**config.mk**
```make
export PLATFORM = sky130hd
export DESIGN_NAME = iq_rx_interleaver
export DESIGN_NICKNAME = d
export VERILOG_FILES = /design/src/rtl/iqil_pkg.sv /design/src/rtl/iqil_sequencer.sv /design/src/rtl/iqil_capture.sv /design/src/rtl/iqil_serializer.sv /design/src/rtl/iq_rx_interleaver.sv
export SDC_FILE = /design/constraint.sdc
export NUM_CORES = 1
export LEC_CHECK = 0
export BUFFER_PORTS_ARGS = -buffer_cell sky130_fd_sc_hd__buf_2
export CAP_MARGIN = 20
export CORE_MARGIN = 4
export CORE_UTILIZATION = 59
export DETAILED_ROUTE_END_ITERATION = 6
export GPL_TIMING_DRIVEN = 0
export HOLD_SLACK_MARGIN = 0.1
export PLACE_DENSITY = 0.93
export SYNTH_ARGS = -nofsm -noshare
export SYNTH_HDL_FRONTEND = slang
export SYNTH_SLANG_ARGS = --single-unit
```
**constraint.sdc**
```tcl
create_clock -name clk -period 2 [get_ports clk]
set_input_delay 0.1 -clock clk [delete_from_list [all_inputs] [get_ports clk]]
set_output_delay 0.1 -clock clk [all_outputs]
set_load 0.01 [all_outputs]
```
**src/rtl/iqil_pkg.sv**
```systemverilog
package iqil_pkg;

    // Frame sequencer states
    typedef enum logic [1:0] {
        ST_IDLE  = 2'd0,
        ST_PRIME = 2'd1,
        ST_LEAD  = 2'd2,
        ST_TRAIL = 2'd3
    } seq_state_t;

    // Configuration bundle carried between submodules
    typedef struct packed {
        logic q_first;
        logic sel_invert;
        logic cap_on_rise;
    } iqil_cfg_t;

endpackage

```
**src/rtl/iqil_sequencer.sv**
```systemverilog
module iqil_sequencer
    import iqil_pkg::*;
(
    input  logic clk,
    input  logic rst_n,
    input  logic cap_on_rise,
    output logic lead_go,
    output logic trail_go,
    output logic cap_en,
    output logic strobe
);

    seq_state_t state_q;
    seq_state_t state_d;

    // State register
    always_ff @(posedge clk or negedge rst_n) begin
        if (!rst_n) begin
            state_q <= ST_IDLE;
        end else begin
            state_q <= state_d;
        end
    end

    // Next-state selection
    always_comb begin
        state_d = state_q;
        unique case (state_q)
            ST_IDLE:  state_d = ST_PRIME;
            ST_PRIME: state_d = ST_LEAD;
            ST_LEAD:  state_d = ST_TRAIL;
            ST_TRAIL: state_d = ST_LEAD;
        endcase
    end

    // Per-state strobes for the datapath
    always_comb begin
        lead_go  = 1'b0;
        trail_go = 1'b0;
        cap_en   = 1'b0;
        unique case (state_q)
            ST_IDLE: begin
                cap_en = 1'b1;
            end
            ST_PRIME: begin
                lead_go = 1'b1;
                cap_en  = cap_on_rise;
            end
            ST_LEAD: begin
                trail_go = 1'b1;
                cap_en   = !cap_on_rise;
            end
            ST_TRAIL: begin
                lead_go = 1'b1;
                cap_en  = cap_on_rise;
            end
        endcase
    end

    // Divided sampling strobe: high during the lead half of a frame
    always_ff @(posedge clk or negedge rst_n) begin
        if (!rst_n) begin
            strobe <= 1'b0;
        end else begin
            strobe <= lead_go;
        end
    end

    // the first frame begins two edges after release
    p_idle_to_prime_r3: assert property (@(posedge clk) disable iff (!rst_n)
        (state_q == ST_IDLE) |=> (state_q == ST_PRIME));
    p_prime_to_lead_r3: assert property (@(posedge clk) disable iff (!rst_n)
        (state_q == ST_PRIME) |=> (state_q == ST_LEAD));

    // strobe rises entering the lead half and falls entering the trail half
    p_strobe_high_lead_r2: assert property (@(posedge clk) disable iff (!rst_n)
        (state_q == ST_TRAIL) |=> strobe);
    p_strobe_low_trail_r2: assert property (@(posedge clk) disable iff (!rst_n)
        (state_q == ST_LEAD) |=> !strobe);

endmodule

```
**src/rtl/iqil_capture.sv**
```systemverilog
module iqil_capture #(
    parameter int DATA_W = 12
) (
    input  logic              clk,
    input  logic              rst_n,
    input  logic              cap_en,
    input  logic [DATA_W-1:0] adc_i,
    input  logic [DATA_W-1:0] adc_q,
    output logic [DATA_W-1:0] hold_i,
    output logic [DATA_W-1:0] hold_q
);

    // Both converter words are loaded on the same edge
    always_ff @(posedge clk or negedge rst_n) begin
        if (!rst_n) begin
            hold_i <= '0;
            hold_q <= '0;
        end else if (cap_en) begin
            hold_i <= adc_i;
            hold_q <= adc_q;
        end
    end

    // the captured pair changes only on a capture edge
    p_hold_stable_r7: assert property (@(posedge clk) disable iff (!rst_n)
        !cap_en |=> ($stable(hold_i) && $stable(hold_q)));

endmodule

```
**src/rtl/iqil_serializer.sv**
```systemverilog
module iqil_serializer
    import iqil_pkg::*;
#(
    parameter int DATA_W = 12
) (
    input  logic              clk,
    input  logic              rst_n,
    input  logic              lead_go,
    input  logic              trail_go,
    input  iqil_cfg_t         cfg,
    input  logic [DATA_W-1:0] hold_i,
    input  logic [DATA_W-1:0] hold_q,
    output logic [DATA_W-1:0] bus_data,
    output logic              bus_sel
);

    logic              frm_q_first;
    logic              frm_invert;
    logic [DATA_W-1:0] trail_word;

    // Lead half: choose the order, park the second word, latch frame settings.
    // Trail half: emit the parked word with the flag of the other component.
    always_ff @(posedge clk or negedge rst_n) begin
        if (!rst_n) begin
            frm_q_first <= 1'b0;
            frm_invert  <= 1'b0;
            trail_word  <= '0;
            bus_data    <= '0;
            bus_sel     <= 1'b0;
        end else if (lead_go) begin
            frm_q_first <= cfg.q_first;
            frm_invert  <= cfg.sel_invert;
            bus_data    <= cfg.q_first ? hold_q : hold_i;
            trail_word  <= cfg.q_first ? hold_i : hold_q;
            bus_sel     <= (!cfg.q_first) ^ cfg.sel_invert;
        end else if (trail_go) begin
            bus_data    <= trail_word;
            bus_sel     <= frm_q_first ^ frm_invert;
        end
    end

    // the flag level during the trail word is opposite to the lead word's
    p_trail_flag_flip_r6: assert property (@(posedge clk) disable iff (!rst_n)
        trail_go |=> (bus_sel != $past(bus_sel)));

endmodule

```
**src/rtl/iq_rx_interleaver.sv**
```systemverilog
module iq_rx_interleaver
    import iqil_pkg::*;
#(
    parameter int DATA_W = 12
) (
    input  logic              clk,
    input  logic              rst_n,
    input  logic              cfg_q_first,
    input  logic              cfg_sel_invert,
    input  logic              cfg_cap_rise,
    input  logic [DATA_W-1:0] adc_i,
    input  logic [DATA_W-1:0] adc_q,
    output logic              smp_strobe,
    output logic [DATA_W-1:0] bus_data,
    output logic              bus_sel
);

    iqil_cfg_t         cfg;
    logic              lead_go;
    logic              trail_go;
    logic              cap_en;
    logic [DATA_W-1:0] hold_i;
    logic [DATA_W-1:0] hold_q;

    assign cfg = '{q_first: cfg_q_first, sel_invert: cfg_sel_invert,
                   cap_on_rise: cfg_cap_rise};

    iqil_sequencer u_seq (
        .clk         (clk),
        .rst_n       (rst_n),
        .cap_on_rise (cfg.cap_on_rise),
        .lead_go     (lead_go),
        .trail_go    (trail_go),
        .cap_en      (cap_en),
        .strobe      (smp_strobe)
    );

    iqil_capture #(.DATA_W(DATA_W)) u_cap (
        .clk    (clk),
        .rst_n  (rst_n),
        .cap_en (cap_en),
        .adc_i  (adc_i),
        .adc_q  (adc_q),
        .hold_i (hold_i),
        .hold_q (hold_q)
    );

    iqil_serializer #(.DATA_W(DATA_W)) u_ser (
        .clk      (clk),
        .rst_n    (rst_n),
        .lead_go  (lead_go),
        .trail_go (trail_go),
        .cfg      (cfg),
        .hold_i   (hold_i),
        .hold_q   (hold_q),
        .bus_data (bus_data),
        .bus_sel  (bus_sel)
    );

    // once running, the strobe toggles on every edge
    p_strobe_toggles_r2: assert property (@(posedge clk) disable iff (!rst_n)
        (lead_go || trail_go) |=> (smp_strobe != $past(smp_strobe)));

endmodule

```
==> run metrics <==
Hold Path Class input pin to flop; area share of xor/xnor cells in the synthesized design 0.706%; wire length after detailed routing 5490 um; Worst path max stage delay 0.35 ns; relative contribution of sequential cells to total power 53.7%; depth of the worst register-to-register path 5; Slew @ Worst Pin 0.524 ns; Crit Path Max Fanout 10; Top FF cell, synth dfrtp_1; Vert. Die Dim 72.9 um; total vias in the final route 1754; run status finished clean; crit path time final 1.52 ns; average size of a mapped cell 13.2 sq um; post-route antenna net violation count 0; number of buffers on the longest clock path 2; number of input and output port buffers inserted 41; Synth Area in Simple Gates 6.05%; number of instances in the synthesized netlist 188; horizontal extent of the die 72.9 um; fraction of layout cells with a size suffix above 1 34.1%; fraction of the mapped netlist area in compound gates 9.68%; number of design-rule violations left by the first detailed-router iteration 105; total DRC errors in the routed layout 0; clock tree sinks 54; Vias per Instance 5.59; number of synthesized flops with an enable pin 0; Sum Neg Setup Slack 0 ns; via count of the first global-routing pass 1857; fraction of the yosys area taken by sequential cells 54.5%; DP Wirelength 3500 um; Gate power share 15.3%; worst min-delay path startpoint cfg_q_first; pin count of the biggest net entering global routing 43; fraction of power spent switching nets 24.8%; total iterations of the first detailed-routing run 4; area of the die 5310 sq um; Syn. warnings 0; ys async rst share 100%; multiplexer fraction of the synthesized cell area 24.5%; I/O pin count 43; total leakage power 1.47 nW; worst ir drop on vdd 553 uV; global-route wire length before repair 9040 um; most instantiated cells after synthesis 54 x dfrtp_1, 24 x a21oi_1, 24 x mux2i_1; dominant combinational cell family by area after synthesis multiplexers; number of CTS-inserted buffers 5; FF+latch count, synth 54; net switching power figure 0.591 mW; worst reg2reg setup slack 0.48 ns; endpoint arrival time on the critical path 1.73 ns; starting density of the core 61.6%; required time of the critical path 2.21 ns; source-to-sink clock delay at the later pin of the worst-skew pair 0.32 ns; overflow left after global routing 0; antenna diode count 0; number of endpoints with negative hold slack in the final report 0; standard-cell rows 23; tightest slew margin relative to the limit 65.1%; Mapped Nets 217; total number of nets in the final design 292; final core area utilization 78.0%; number of max-cap violations 0; Crit Reg-Reg Startpoint u_seq.state_q[0]$_DFF_PN0_; clock network fraction of total power 31.0%; Floorplan Core Area 4030 sq um; global router's overall resource usage 23.0%; area share of fa/ha/maj cells after synthesis 0%; Netlist Area Pre-Place 2480 sq um; dominant cell by count in the synthesized netlist dfrtp_1; Cell Chain, Critical Path buf_6, inv_2, o21ai_4, buf_12, mux2_4; proportion of netlist area held by the largest area contributor 54.5%; Crit Path Class flop to flop; Internal Dissipation 1.80 mW; Synth area leaders dfrtp_1 54%, mux2_4 12%, mux2i_1 9.7%; cell taking the most area after synthesis dfrtp_1; CTS tree built; WL per Instance 17.5 um; highest-delay cell along the critical path dfrtp_1; antenna violations before repair 0; crit path launch type flop; Syn-to-layout area delta 26.7%; Fin Clk Skew 0.00713 ns; RSZ-0062 raised after global routing false; GPL Wtd Cong 0.743; Root Driver clkbuf_8; number of failing setup endpoints in the final timing report 0; post-synth cell types 21; total power density per cell area 760 nW/um^2; final clock period utilization by the worst path 75.9%; Achievable Freq 0.659 GHz; first element of the critical path u_seq.state_q[0]$_DFF_PN0_; Pins Over Slew Limit 0; H-tree Lvls 2; Hold Path Stages 3; buffers inserted during post-CTS setup optimization 0; clock transition time at the flip-flop clock pins of the worst setup and hold paths 0.10 ns; crit end category flop
==> registers in the layout, indices dropped and copies added (netlist names) <==
name               flops
u_cap.hold_i          12
u_cap.hold_q          12
u_seq.state_q          2
u_seq.strobe           1
u_ser.bus_data        12
u_ser.bus_sel          1
u_ser.frm_invert       1
u_ser.frm_q_first      1
u_ser.trail_word      12
==> per-stage QoR <==
step	worst slack (ns)	hold slack (ns)	instance area, sq um	std cells	total power, mW
2_1_floorplan	0.653	-0.196	2480	188	1.49
3_3_place_gp	0.519	0.330	2750	279	1.60
3_5_place_dp	0.499	0.0163	2770	280	1.63
4_1_cts	0.485	0.191	3140	314	2.40
5_1_grt	0.417	0.218	3140	314	2.49
6_report	0.482	0.200	3140	314	2.39
==> area by class of cell <==
| cell class | instances | area, sq um |
|---|---|---|
| clock buffer | 5 | 68.8 |
| timing repair buffer | 68 | 485 |
| inverter | 1 | 3.75 |
| buffer | 15 | 110 |
| tap | 50 | 62.6 |
| multi-input combinational | 118 | 1020 |
| sequential | 54 | 1350 |
| fill | 255 | 886 |
| clock inverter | 3 | 45.0 |
==> power groups by stage <==
stage	clock [mW]	combinational (mW)	sequential (mW)
6_report	0.740	0.366	1.28
3_3_place_gp	0	0.310	1.29
2_1_floorplan	0	0.195	1.30
5_1_grt	0.791	0.398	1.30
4_1_cts	0.754	0.369	1.28
3_5_place_dp	0	0.330	1.30
==> cell usage in the layout (no fill, tap or decap) <==
master,count
bufinv_16,1
mux2_4,20
nand3b_4,1
clkinvlp_4,2
buf_6,1
xnor2_1,1
o21ai_4,1
a211oi_1,12
nor2_1,13
xor2_1,1
buf_12,3
clkbuf_1,5
buf_2,46
dlygate4sd3_1,26
clkbuf_8,5
mux2i_1,24
buf_4,2
mux2_2,6
inv_2,1
o21ai_0,1
or2_2,1
a21oi_1,24
a211o_1,1
dfrtp_1,54
nor2b_1,12
==> what timing repair did <==
item	in CTS	in global routing
hold buffers	26	0
resized for setup	0	0
hold endpoints to repair	79	0
==> cell families (layout without fill, tap and decap cells) <==
logic type,after synthesis,in the layout
XOR/XNOR,2,2
flip-flops,54,54
buffers and inverters,16,92
multiplexers,50,50
AO/OA/AOI/OAI,39,39
AND/OR/NAND/NOR,27,27
==> path summary, 6_finish.rpt <==
path / to
setup reg to reg: u_cap.hold_q[3]$_DFFE_PN0P_
hold / removal: u_ser.bus_data[11]$_DFFE_PN0N_
hold reg to reg: u_ser.trail_word[7]$_DFFE_PN0P_
setup / recovery: u_cap.hold_q[3]$_DFFE_PN0P_
min in group asynchronous: u_ser.frm_invert$_DFFE_PN0P_
max in group asynchronous: u_cap.hold_q[7]$_DFFE_PN0P_
==> per-layer routing <==
| layer | vias up | track usage (%) | share of wire [%] |
|---|---|---|---|
| met5 | - | 0 | 0 |
| met4 | 0 | 9.84 | 1.8 |
| met3 | 8 | 5.37 | 5.3 |
| met2 | 59 | 38.9 | 50 |
| met1 | 878 | 28.0 | 42 |
| li1 | 809 | - | - |
==> worst max-delay path: cells and delay by family, from the launching register on <==
| kind | cells | cell delay (ns) |
|---|---|---|
| AOI/OAI and AO/OA | 1 | 0.34 |
| buffers and inverters | 3 | 0.40 |
| DFF | 1 | 0.35 |
| muxes | 1 | 0.31 |
Note: power is estimated with default switching activity, not from simulation.
